==> config.mk <==
export PLATFORM = sky130hd
export DESIGN_NAME = nibble_chain_divider
export DESIGN_NICKNAME = d
export VERILOG_FILES = /design/src/rtl/divider_pkg.sv /design/src/rtl/nibble_stage.sv /design/src/rtl/nibble_chain.sv /design/src/rtl/reload_ctl.sv /design/src/rtl/nibble_chain_divider.sv
export SDC_FILE = /design/constraint.sdc
export NUM_CORES = 1
export LEC_CHECK = 0
export BUFFER_PORTS_ARGS = -buffer_cell sky130_fd_sc_hd__buf_4
export CORE_UTILIZATION = 51
export CTS_BUF_LIST = sky130_fd_sc_hd__clkbuf_4 sky130_fd_sc_hd__clkbuf_8 sky130_fd_sc_hd__clkbuf_16
export CTS_CLUSTER_SIZE = 30
export DETAILED_ROUTE_END_ITERATION = 16
export PLACE_DENSITY = 0.8
export SYNTH_ARGS = -nofsm -noshare
export SYNTH_HDL_FRONTEND = slang
export SYNTH_SLANG_ARGS = --single-unit
export TNS_END_PERCENT = 1
==> constraint.sdc <==
create_clock -name clk -period 4.65 [get_ports clk]
set_clock_uncertainty 0.05 [all_clocks]
set_input_delay 0.465 -clock clk [delete_from_list [all_inputs] [get_ports clk]]
set_output_delay 0.465 -clock clk [all_outputs]
set_load 0.05 [all_outputs]
==> src/rtl/divider_pkg.sv <==
package divider_pkg;

    localparam int NIB_W = 4;

    typedef logic [NIB_W-1:0] nibble_t;

    typedef struct packed {
        nibble_t value;
        logic    carry;
    } stage_io_t;

    // Number of 4-bit stages needed to divide by x.
    function automatic int div_stages(input int unsigned x);
        int n;
        int m;
        n = $clog2(x);
        m = (n + NIB_W - 1) / NIB_W;
        if (m < 1) m = 1;
        return m;
    endfunction

    // Start value for a chain of s stages that yields a period of x ticks.
    function automatic logic [63:0] div_preset(input int unsigned x, input int s);
        logic [63:0] full;
        full = 64'd1 << (NIB_W * s);
        return full - 64'(x);
    endfunction

endpackage

==> src/rtl/nibble_stage.sv <==
module nibble_stage
    import divider_pkg::*;
(
    input  logic    clk,
    input  logic    rst,
    input  logic    load,
    input  nibble_t load_val,
    input  logic    en_in,
    output nibble_t value,
    output logic    cy_out
);

    nibble_t value_q;

    always_ff @(posedge clk) begin
        if (rst || load) begin
            value_q <= load_val;
        end else if (en_in) begin
            value_q <= value_q + 1'b1;
        end
    end

    assign value  = value_q;
    assign cy_out = en_in & (&value_q);

    // A stage without an enable keeps its value.
    assert_stage_hold_R5: assert property (@(posedge clk) disable iff (rst)
        (!en_in && !load) |=> $stable(value));

    // A full nibble wraps to zero when enabled and not loaded.
    assert_stage_wrap_R1: assert property (@(posedge clk) disable iff (rst)
        (en_in && value == 4'hF && !load) |=> (value == 4'h0));

endmodule

==> src/rtl/nibble_chain.sv <==
module nibble_chain
    import divider_pkg::*;
#(
    parameter int STAGES = 4,
    localparam int W = STAGES * NIB_W
) (
    input  logic         clk,
    input  logic         rst,
    input  logic         tick,
    input  logic         load,
    input  logic [W-1:0] preset,
    output logic [W-1:0] count,
    output logic         full
);

    stage_io_t       st [STAGES];
    logic [STAGES:0] carry;

    assign carry[0] = tick;

    for (genvar k = 0; k < STAGES; k++) begin : g_stage
        nibble_stage u_stage (
            .clk      (clk),
            .rst      (rst),
            .load     (load),
            .load_val (preset[k*NIB_W +: NIB_W]),
            .en_in    (carry[k]),
            .value    (st[k].value),
            .cy_out   (st[k].carry)
        );
        assign carry[k+1]              = st[k].carry;
        assign count[k*NIB_W +: NIB_W] = st[k].value;
    end

    assign full = carry[STAGES];

    // Terminal tick reloads the whole chain from the preset.
    assert_chain_reload_R3: assert property (@(posedge clk) disable iff (rst)
        full |=> (count == $past(preset)));

endmodule

==> src/rtl/reload_ctl.sv <==
module reload_ctl (
    input  logic rst,
    input  logic chain_full,
    output logic load,
    output logic tc
);

    assign load = rst | chain_full;
    assign tc   = chain_full & ~rst;

endmodule

==> src/rtl/nibble_chain_divider.sv <==
module nibble_chain_divider
    import divider_pkg::*;
#(
    parameter int STAGES = 4,
    localparam int W = STAGES * NIB_W
) (
    input  logic         clk,
    input  logic         rst,
    input  logic         tick_in,
    input  logic [W-1:0] preset_val,
    output logic         tc_pulse,
    output logic [W-1:0] count_out
);

    logic chain_full;
    logic do_load;

    nibble_chain #(.STAGES(STAGES)) u_chain (
        .clk    (clk),
        .rst    (rst),
        .tick   (tick_in),
        .load   (do_load),
        .preset (preset_val),
        .count  (count_out),
        .full   (chain_full)
    );

    reload_ctl u_ctl (
        .rst        (rst),
        .chain_full (chain_full),
        .load       (do_load),
        .tc         (tc_pulse)
    );

    assert_step_R2: assert property (@(posedge clk) disable iff (rst)
        (tick_in && count_out != {W{1'b1}}) |=> (count_out == W'($past(count_out) + 1'b1)));

    assert_idle_hold_R5: assert property (@(posedge clk) disable iff (rst)
        !tick_in |=> $stable(count_out));

    assert_tc_single_R4: assert property (@(posedge clk) disable iff (rst)
        tc_pulse |=> (!tc_pulse || $past(preset_val) == {W{1'b1}}));

    assert_tc_needs_tick_R4: assert property (@(posedge clk) disable iff (rst)
        tc_pulse |-> (tick_in && count_out == {W{1'b1}}));

endmodule

Word-level counts from Yosys, hierarchy flattened --
Cells that the tools add are included.
Storage, ports and cells: latch bits 0, ROM bits 0, output and inout port bits 17, logic and storage cells 32, input port bits 19, register bits 16, memories kept 0, RAM bits 0
Cells by class: eq/ne operators 0, bitwise gates (word level) 7, divide/modulo/power cells 0, muxes and demuxes 8, multipliers 0, order comparisons 0, $add $sub $neg 4, shifts and indexed selects 0, reductions and logical operators 9
Operators by type and width (count):
- $mux 4 | 8
- $add 4x1->4 const B | 4
- $reduce_and 4->1 | 4
- $reduce_bool 2->1 | 4
- $and 1x1->1 | 5
- $logic_or 1x1->1 | 1
- $not 1->1 | 1
- $or 1x1->1 | 1

Logic depth before layout (Yosys ltp) --
Gate-level depths: netlist of the first run.
word-level depth 8, depth in mapped cells 5, mapped depth without buffers 4

Cells and area by module --
From an unflattened synthesis of the first run, not the netlist that was laid out.
Unflattened totals: cell total of the unflattened synthesis 74, area total of the unflattened synthesis 918.4 um2
By module, submodules not included:
- nibble_stage | cells each 18, area each 226.5 um2, seq. area each 120.1 um2, times used 4
- reload_ctl | cells each 2, area each 12.5 um2, seq. area each 0.0 um2, times used 1

Worst setup path after synthesis of the first run --
OpenSTA, ideal clock, no wires.
path kind reg-to-output, start register u_chain.g_stage[0].u_stage.value_q[0], end output tc_pulse, buffers on the path 0, stages on the path, launching flop included 5, data arrival time 1903 ps, required time 4135 ps, path slack 2232 ps, cells stage by stage edfxtp_1 -> ha_1 -> and4_4 -> nand4_1 -> nor2_1
On the way: longest elaborated chain between the ends 6
RTL lines:
- start, declared | line nibble_stage.sv:13 | nibble_t value_q;
- start signal, assigned | line nibble_stage.sv:17 | value_q <= load_val;
- start signal, assigned | line nibble_stage.sv:19 | value_q <= value_q + 1'b1;
- $reduce_and 4->1 | line nibble_stage.sv:24 | assign cy_out = en_in & (&value_q);
- $and 1x1->1 (4 in a row) | line nibble_stage.sv:24
- $and 1x1->1 | line reload_ctl.sv:9 | assign tc = chain_full & ~rst;
- end, declared | line nibble_chain_divider.sv:11 | output logic tc_pulse,
Every way passes these cells.

Worst setup path after layout of the first run --
start register u_chain.g_stage[3].u_stage.value_q[0], end register u_chain.g_stage[1].u_stage.value_q[3] (data pin)
On the way: longest elaborated chain between the ends 5
RTL lines:
- start, declared | line nibble_stage.sv:13
- start signal, assigned | line nibble_stage.sv:17
- start signal, assigned | line nibble_stage.sv:19
- $reduce_and 4->1 | line nibble_stage.sv:24
- $and 1x1->1 | line nibble_stage.sv:24
- $or 1x1->1 | line reload_ctl.sv:8 | assign load = rst | chain_full;
- $logic_or 1x1->1 | line nibble_stage.sv:16 | if (rst || load) begin
- $mux 4 | line nibble_stage.sv:16
- end signal, assigned | line nibble_stage.sv:17
- end signal, assigned | line nibble_stage.sv:19
- end, declared | line nibble_stage.sv:13
Every way passes these cells. A chain may end at the register's enable or synchronous reset.

==> impl_metrics.json, run 1 <==
{
  "status": "complete, no violations",
  "fin_area_um2": 1270,
  "grt_remaining_overflow": 0,
  "combPwrFrac_pct": 34.9,
  "arrival_ns": 2.25,
  "power_per_cell_area_nw_per_um2": 332,
  "synth_ff_type": "edfxtp_1",
  "drtIter0Drc": 4,
  "yosysSeqAreaShare_pct": 50.2,
  "switching_share_pct": 34.6,
  "grt_max_degree": 17,
  "grtUsageMet3_pct": 5.60,
  "synth_seq_cells": 16,
  "yosysTopAreaCellShare_pct": 50.2,
  "critPathKind": "reg -> reg",
  "grt.total_usage_pct": 18.5,
  "clk_root_buffer_cell": "clkbuf_4",
  "cts_buffers": 3,
  "syn_inst": 65,
  "maxCapViolCount": 0,
  "ctsResizeCount": 0,
  "final_nets": 127,
  "cts_hold_buf": 0,
  "drv_slew": 0,
  "antenna_found_initial": 0,
  "syn-num-nets": 88,
  "setup_viol": 0,
  "p_switching_uw": 145,
  "slowest_stage": "a41oi_4",
  "critical_path.top_delay_family": "compound AO/OA/AOI/OAI gates",
  "core_um2": 1750,
  "yosys-top-cells-area": "edfxtp_1 50%, mux2_4 9.4%, mux2_2 7.1%, ha_1 5.2%, mux2i_1 4.2%",
  "p_seq_share_pct": 46.9,
  "num_vias": 646,
  "tightest_slew_ns": 0.734,
  "initial_core_util_pct": 54.8,
  "clock_sinks": 16,
  "insertion_delay_ns": 0.28,
  "drive_above_1_share_pct": 57.3,
  "use_met2_pct": 32.2,
  "p_int_uw": 275,
  "rsz0062_at_grt": "false",
  "portBuffers": 35,
  "first_pass_iters": 4,
  "p_leak_uw": 0.000568,
  "busiest_layer": "met2",
  "post_drt_via_cell_ratio": 5.05,
  "ys_warn_count": 0,
  "yosysMostFrequentCell": "edfxtp_1",
  "cp_cell_sequence": "ha_1, and3_4, a41oi_4, mux2_2",
  "area_growth_pct": 32.3,
  "synth_area_leader_cell": "edfxtp_1",
  "die_w_um": 45.3,
  "die_area_um2": 2050,
  "startpoint_type": "flip-flop",
  "cp_max_fo": 16,
  "end_kind": "flip-flop",
  "critPathMaxStageDelay_ns": 0.64,
  "vdd_drop_max_uv": 194,
  "cts_buffer_depth": 2,
  "synthArstFlopShare_pct": 0,
  "grt_pass1_vias": 604,
  "clockPowerShare_pct": 18.2,
  "min_path_type": "in -> reg",
  "n_antenna_cell": 0,
  "num_io_pins": 36,
  "routedWlPerCell_um": 13.2,
  "avgSynthCellArea_um2": 14.7,
  "tritoncts": "done",
  "die_y_um": 45.3,
  "final_hold_viol_count": 0,
  "routabilityCongestion": 0.740,
  "post-cts-setup-buffer-count": 0,
  "synth_cell_type_count": 19,
  "grt_pass1_wl_um": 2550,
  "preCtsSetupSlack_ns": 2.39,
  "synth_edf_count": 16,
  "n_fill_cell": 136,
  "met1_usage_pct": 20.5,
  "synth_common_cells": "16 x edfxtp_1, 6 x mux2_2, 6 x mux2_4",
  "tns_ns": 0,
  "path_clk_slew_ns": 0.10,
  "fin_crit_sh_pct": 48.5,
  "clock.fmax_mhz": 444,
  "netlist_area_um2": 957,
  "ant_nets": 0,
  "drc": 0,
  "critPathBufInv": 0,
  "cts_max_level": 1,
  "largest_register_ffs": 16,
  "rows": 15,
  "drt_wl_total_um": 1690,
  "fin_crit_ns": 2.25,
  "max-slew-margin-rel_pct": 50.9,
  "hpwl_um": 1320,
  "cp.required_ns": 4.65,
  "postPlaceCellArea_um2": 1240,
  "setup_slack_ns": 2.40
}
==> through the flow <==
stage / hold slack, ns / total power [uW] / util [%] / cells
3_3_place_gp: 0.579 / 344 / 71.0 / 124
4_1_cts: 0.420 / 423 / 72.5 / 128
5_1_grt: 0.415 / 439 / 72.5 / 128
3_5_place_dp: 0.598 / 348 / 71.0 / 124
2_1_floorplan: 0.633 / 302 / - / 65
6_report: 0.427 / 420 / 72.5 / 128
==> cell usage in the layout, fill, tap and decap left out <==
cell type / instances
buf_4: 35
edfxtp_1: 16
mux2_4: 6
mux2_2: 6
xor2_1: 4
inv_1: 4
mux2i_1: 4
nand3_1: 4
xnor2_1: 4
ha_1: 4
or2_2: 3
clkbuf_4: 3
and3_4: 2
and4_4: 1
and3_2: 1
a41oi_4: 1
and2_1: 1
a21o_2: 1
nand4_1: 1
nor2_1: 1
clkinv_1: 1
==> layout make-up <==
| cell class | count | area (um^2) | share of cell area [%] |
|---|---|---|---|
| inverters | 4 | 15.0 | 1.19 |
| multi-input cells | 44 | 450 | 35.6 |
| well taps | 25 | 31.3 | 2.47 |
| clock buffers | 3 | 22.5 | 1.78 |
| flip-flops and latches | 16 | 480 | 37.9 |
| repair buffers | 35 | 263 | 20.8 |
| clock inverters | 1 | 3.75 | 0.296 |
==> path summary, 6_finish.rpt <==
check / from / end / slack (ns) / cells past startpoint
max: u_chain.g_stage[3].u_stage.value[0]$_DFFE_PP_ / u_chain.g_stage[1].u_stage.value[3]$_DFFE_PP_ / 2.40 / 4
min: preset_val[13] / u_chain.g_stage[3].u_stage.value[1]$_DFFE_PP_ / 0.43 / 2
max reg2reg: u_chain.g_stage[3].u_stage.value[0]$_DFFE_PP_ / u_chain.g_stage[1].u_stage.value[3]$_DFFE_PP_ / 2.40 / 4
min reg2reg: u_chain.g_stage[1].u_stage.value[0]$_DFFE_PP_ / u_chain.g_stage[1].u_stage.value[0]$_DFFE_PP_ / 0.61 / 1
==> layer usage <==
layer	up-vias	part of all wire, %
li1	320	-
met1	304	40
met2	20	54
met3	2	4.4
met4	0	1.2
met5	-	0
==> cell families after synthesis <==
logic type | count (synthesis) | synth area share, %
flops | 16 | 50.2
compound gates | 2 | 3.79
mux | 16 | 20.7
buf+inv | 5 | 2.74
xor+xnor | 8 | 7.32
simple gates | 14 | 10.1
fa+ha+maj | 4 | 5.23
==> power groups by stage <==
stage	Clock, uW	Sequential [uW]	Combinational, uW
finish	76.6	197	146
global route	84.9	199	155
CTS	77.8	197	148
detailed placement	0	200	147
global placement	0	199	145
floorplan	0	252	50.0
No activity file was read; power rests on OpenSTA's default activity.
==> inputs of run 2 (changes only) <==
- CORE_UTILIZATION: 51 -> 48
- PLACE_DENSITY: 0.8 -> 0.76
- clock period: 4.65 -> 2.3 ns (I/O delays scaled with it)
==> run 2 against run 1 <==
  * Register-to-register slack got worse by 2.1 ns
  * Total power rose by 100%
  * Final area rose by 1.2%
  * Combinational power rose by 100%
  * Critical path depth rose by 1
  * Die area rose by 6.0%
  * Hold slack got worse by 0.25 ns
  * Final cell count rose by 1.6%
  * Flip-flop and latch count did not move
  * Global-route usage rose by 1.4 points
  * Maximum frequency rose by 15%
==> impl_metrics.json, run 2 (synthesized netlist as in run 1, its figures left out) <==
{
  "path_clk_slew_ns": 0.10,
  "num_io_pins": 36,
  "drtIter0Drc": 5,
  "cts_buffer_depth": 2,
  "power_per_cell_area_nw_per_um2": 663,
  "min_from": "preset_val[5]",
  "die_area_um2": 2180,
  "end_kind": "flip-flop",
  "num_vias": 665,
  "startpoint_type": "flip-flop",
  "p_leak_uw": 0.000577,
  "insertion_delay_ns": 0.29,
  "grt_pass1_vias": 672,
  "dr.max_layer_used": "met4",
  "post-cts-setup-buffer-count": 0,
  "fin_crit_sh_pct": 85.0,
  "ctsResizeCount": 0,
  "critical_path.top_delay_family": "flip-flops",
  "min_path_type": "in -> reg",
  "rows": 15,
  "routedWlPerCell_um": 13.6,
  "cp_cell_sequence": "ha_1, and3_2, a41oi_4, buf_4, mux2_2",
  "rr_worst_depth": 5,
  "final_nets": 129,
  "fin_area_um2": 1280,
  "clock.fmax_mhz": 512,
  "status": "complete, no violations",
  "r2r-start": "u_chain.g_stage[1].u_stage.value[0]$_DFFE_PP_",
  "final_hold_viol_count": 0,
  "final_cell_mix": "37 x buf_4, 16 x edfxtp_1, 6 x mux2_4, 6 x mux2_2",
  "r2r_setup_slack_ns": 0.35,
  "setup_slack_ns": 0.345,
  "vdd_drop_max_uv": 497,
  "drc": 0,
  "die_y_um": 46.7,
  "die_w_um": 46.7,
  "tightest_slew_ns": 0.134,
  "utilization_pct": 71.1,
  "postPlaceCellArea_um2": 1250,
  "fin_crit_ns": 1.95,
  "cts_buffers": 3,
  "arrival_ns": 1.95,
  "critPathMaxStageDelay_ns": 0.45,
  "ant_nets": 0,
  "core_um2": 1800,
  "n_antenna_cell": 0,
  "grt_max_degree": 10,
  "route.met2.wl_um": 954,
  "cp.required_ns": 2.29,
  "max-slew-margin-rel_pct": 90.8,
  "antenna_found_initial": 0,
  "first_pass_iters": 4,
  "cts_max_level": 1,
  "layout_commonest_cell": "buf_4",
  "r2r_end": "u_chain.g_stage[2].u_stage.value[3]$_DFFE_PP_",
  "clk_root_buffer_cell": "clkbuf_4",
  "largest_register_ffs": 16,
  "area_growth_pct": 33.9,
  "tns_ns": 0,
  "rsz0062_at_grt": "false",
  "critPathKind": "reg -> reg",
  "slowest_stage": "edfxtp_1",
  "hold_depth": 2,
  "wl_met1_um": 697,
  "post_drt_via_cell_ratio": 5.12,
  "drive_above_1_share_pct": 58.1,
  "cp_max_fo": 8,
  "grt_remaining_overflow": 0,
  "grt.total_usage_pct": 19.9,
  "critPathBufInv": 1,
  "drv_slew": 0,
  "drt_wl_total_um": 1770,
  "met3_length_um": 99,
  "cts_hold_buf": 0,
  "preCtsSetupSlack_ns": 0.348,
  "grt_pass1_wl_um": 2880,
  "worstHoldEndpoint": "u_chain.g_stage[1].u_stage.value[1]$_DFFE_PP_",
  "portBuffers": 35,
  "setup_viol": 0,
  "hpwl_um": 1430,
  "tritoncts": "done",
  "clock_sinks": 16,
  "initial_core_util_pct": 53.1,
  "maxCapViolCount": 0,
  "routabilityCongestion": 0.744
}
## run 2: area by class of cell
cell class                 count  area, um^2
fill                         149         520
clock inverter                 1        3.75
inverter                       4        15.0
timing repair buffer          37         278
sequential                    16         480
multi-input combinational     44         450
clock buffer                   3        22.5
tap                           25        31.3
## run 2: per-layer routing
layer	track usage [%]	vias to the layer above
li1	-	324
met3	8.63	2
met1	21.2	316
met5	0	-
met4	6.86	0
met2	34.7	23
## run 2: power breakdown
part | leakage [uW] | switching [uW] | internal [uW]
combinational | 0.000404 | 171 | 128
clock | 0.0000154 | 89.2 | 63.1
sequential | 0.000158 | 32.3 | 366
total | 0.000577 | 292 | 557
## run 2: worst max path at each step
| stage | startpoint | end | slack (ns) | depth (start not counted) |
|---|---|---|---|---|
| final | u_chain.g_stage[1].u_stage.value[0]$_DFFE_PP_ | u_chain.g_stage[2].u_stage.value[3]$_DFFE_PP_ | 0.35 | 5 |
| after global routing | u_chain.g_stage[0].u_stage.value[0]$_DFFE_PP_ | tc_pulse | 0.25 | 5 |
| after CTS | u_chain.g_stage[1].u_stage.value[0]$_DFFE_PP_ | u_chain.g_stage[2].u_stage.value[3]$_DFFE_PP_ | 0.32 | 5 |
| after detailed placement | u_chain.g_stage[1].u_stage.value[0]$_DFFE_PP_ | u_chain.g_stage[2].u_stage.value[3]$_DFFE_PP_ | 0.35 | 5 |
| after global placement | u_chain.g_stage[3].u_stage.value[0]$_DFFE_PP_ | u_chain.g_stage[3].u_stage.value[3]$_DFFE_PP_ | 0.38 | 5 |
| after floorplan | u_chain.g_stage[3].u_stage.value[0]$_DFFE_PP_ | u_chain.g_stage[1].u_stage.value[1]$_DFFE_PP_ | 0.07 | 5 |
## run 2: worst reg2reg max path, stage by stage, from the launching register on
cell	delay, ns
edfxtp_1	0.45
ha_1	0.25
and3_2	0.21
a41oi_4	0.17
buf_4	0.22
mux2_2	0.35
## run 2: per-stage QoR
stage,cells,total power [uW],hold slack (ns)
after global placement,126,701,0.483
after floorplan,65,610,0.398
final,130,849,0.181
after detailed placement,126,706,0.486
after CTS,130,860,0.168
after global routing,130,893,0.166
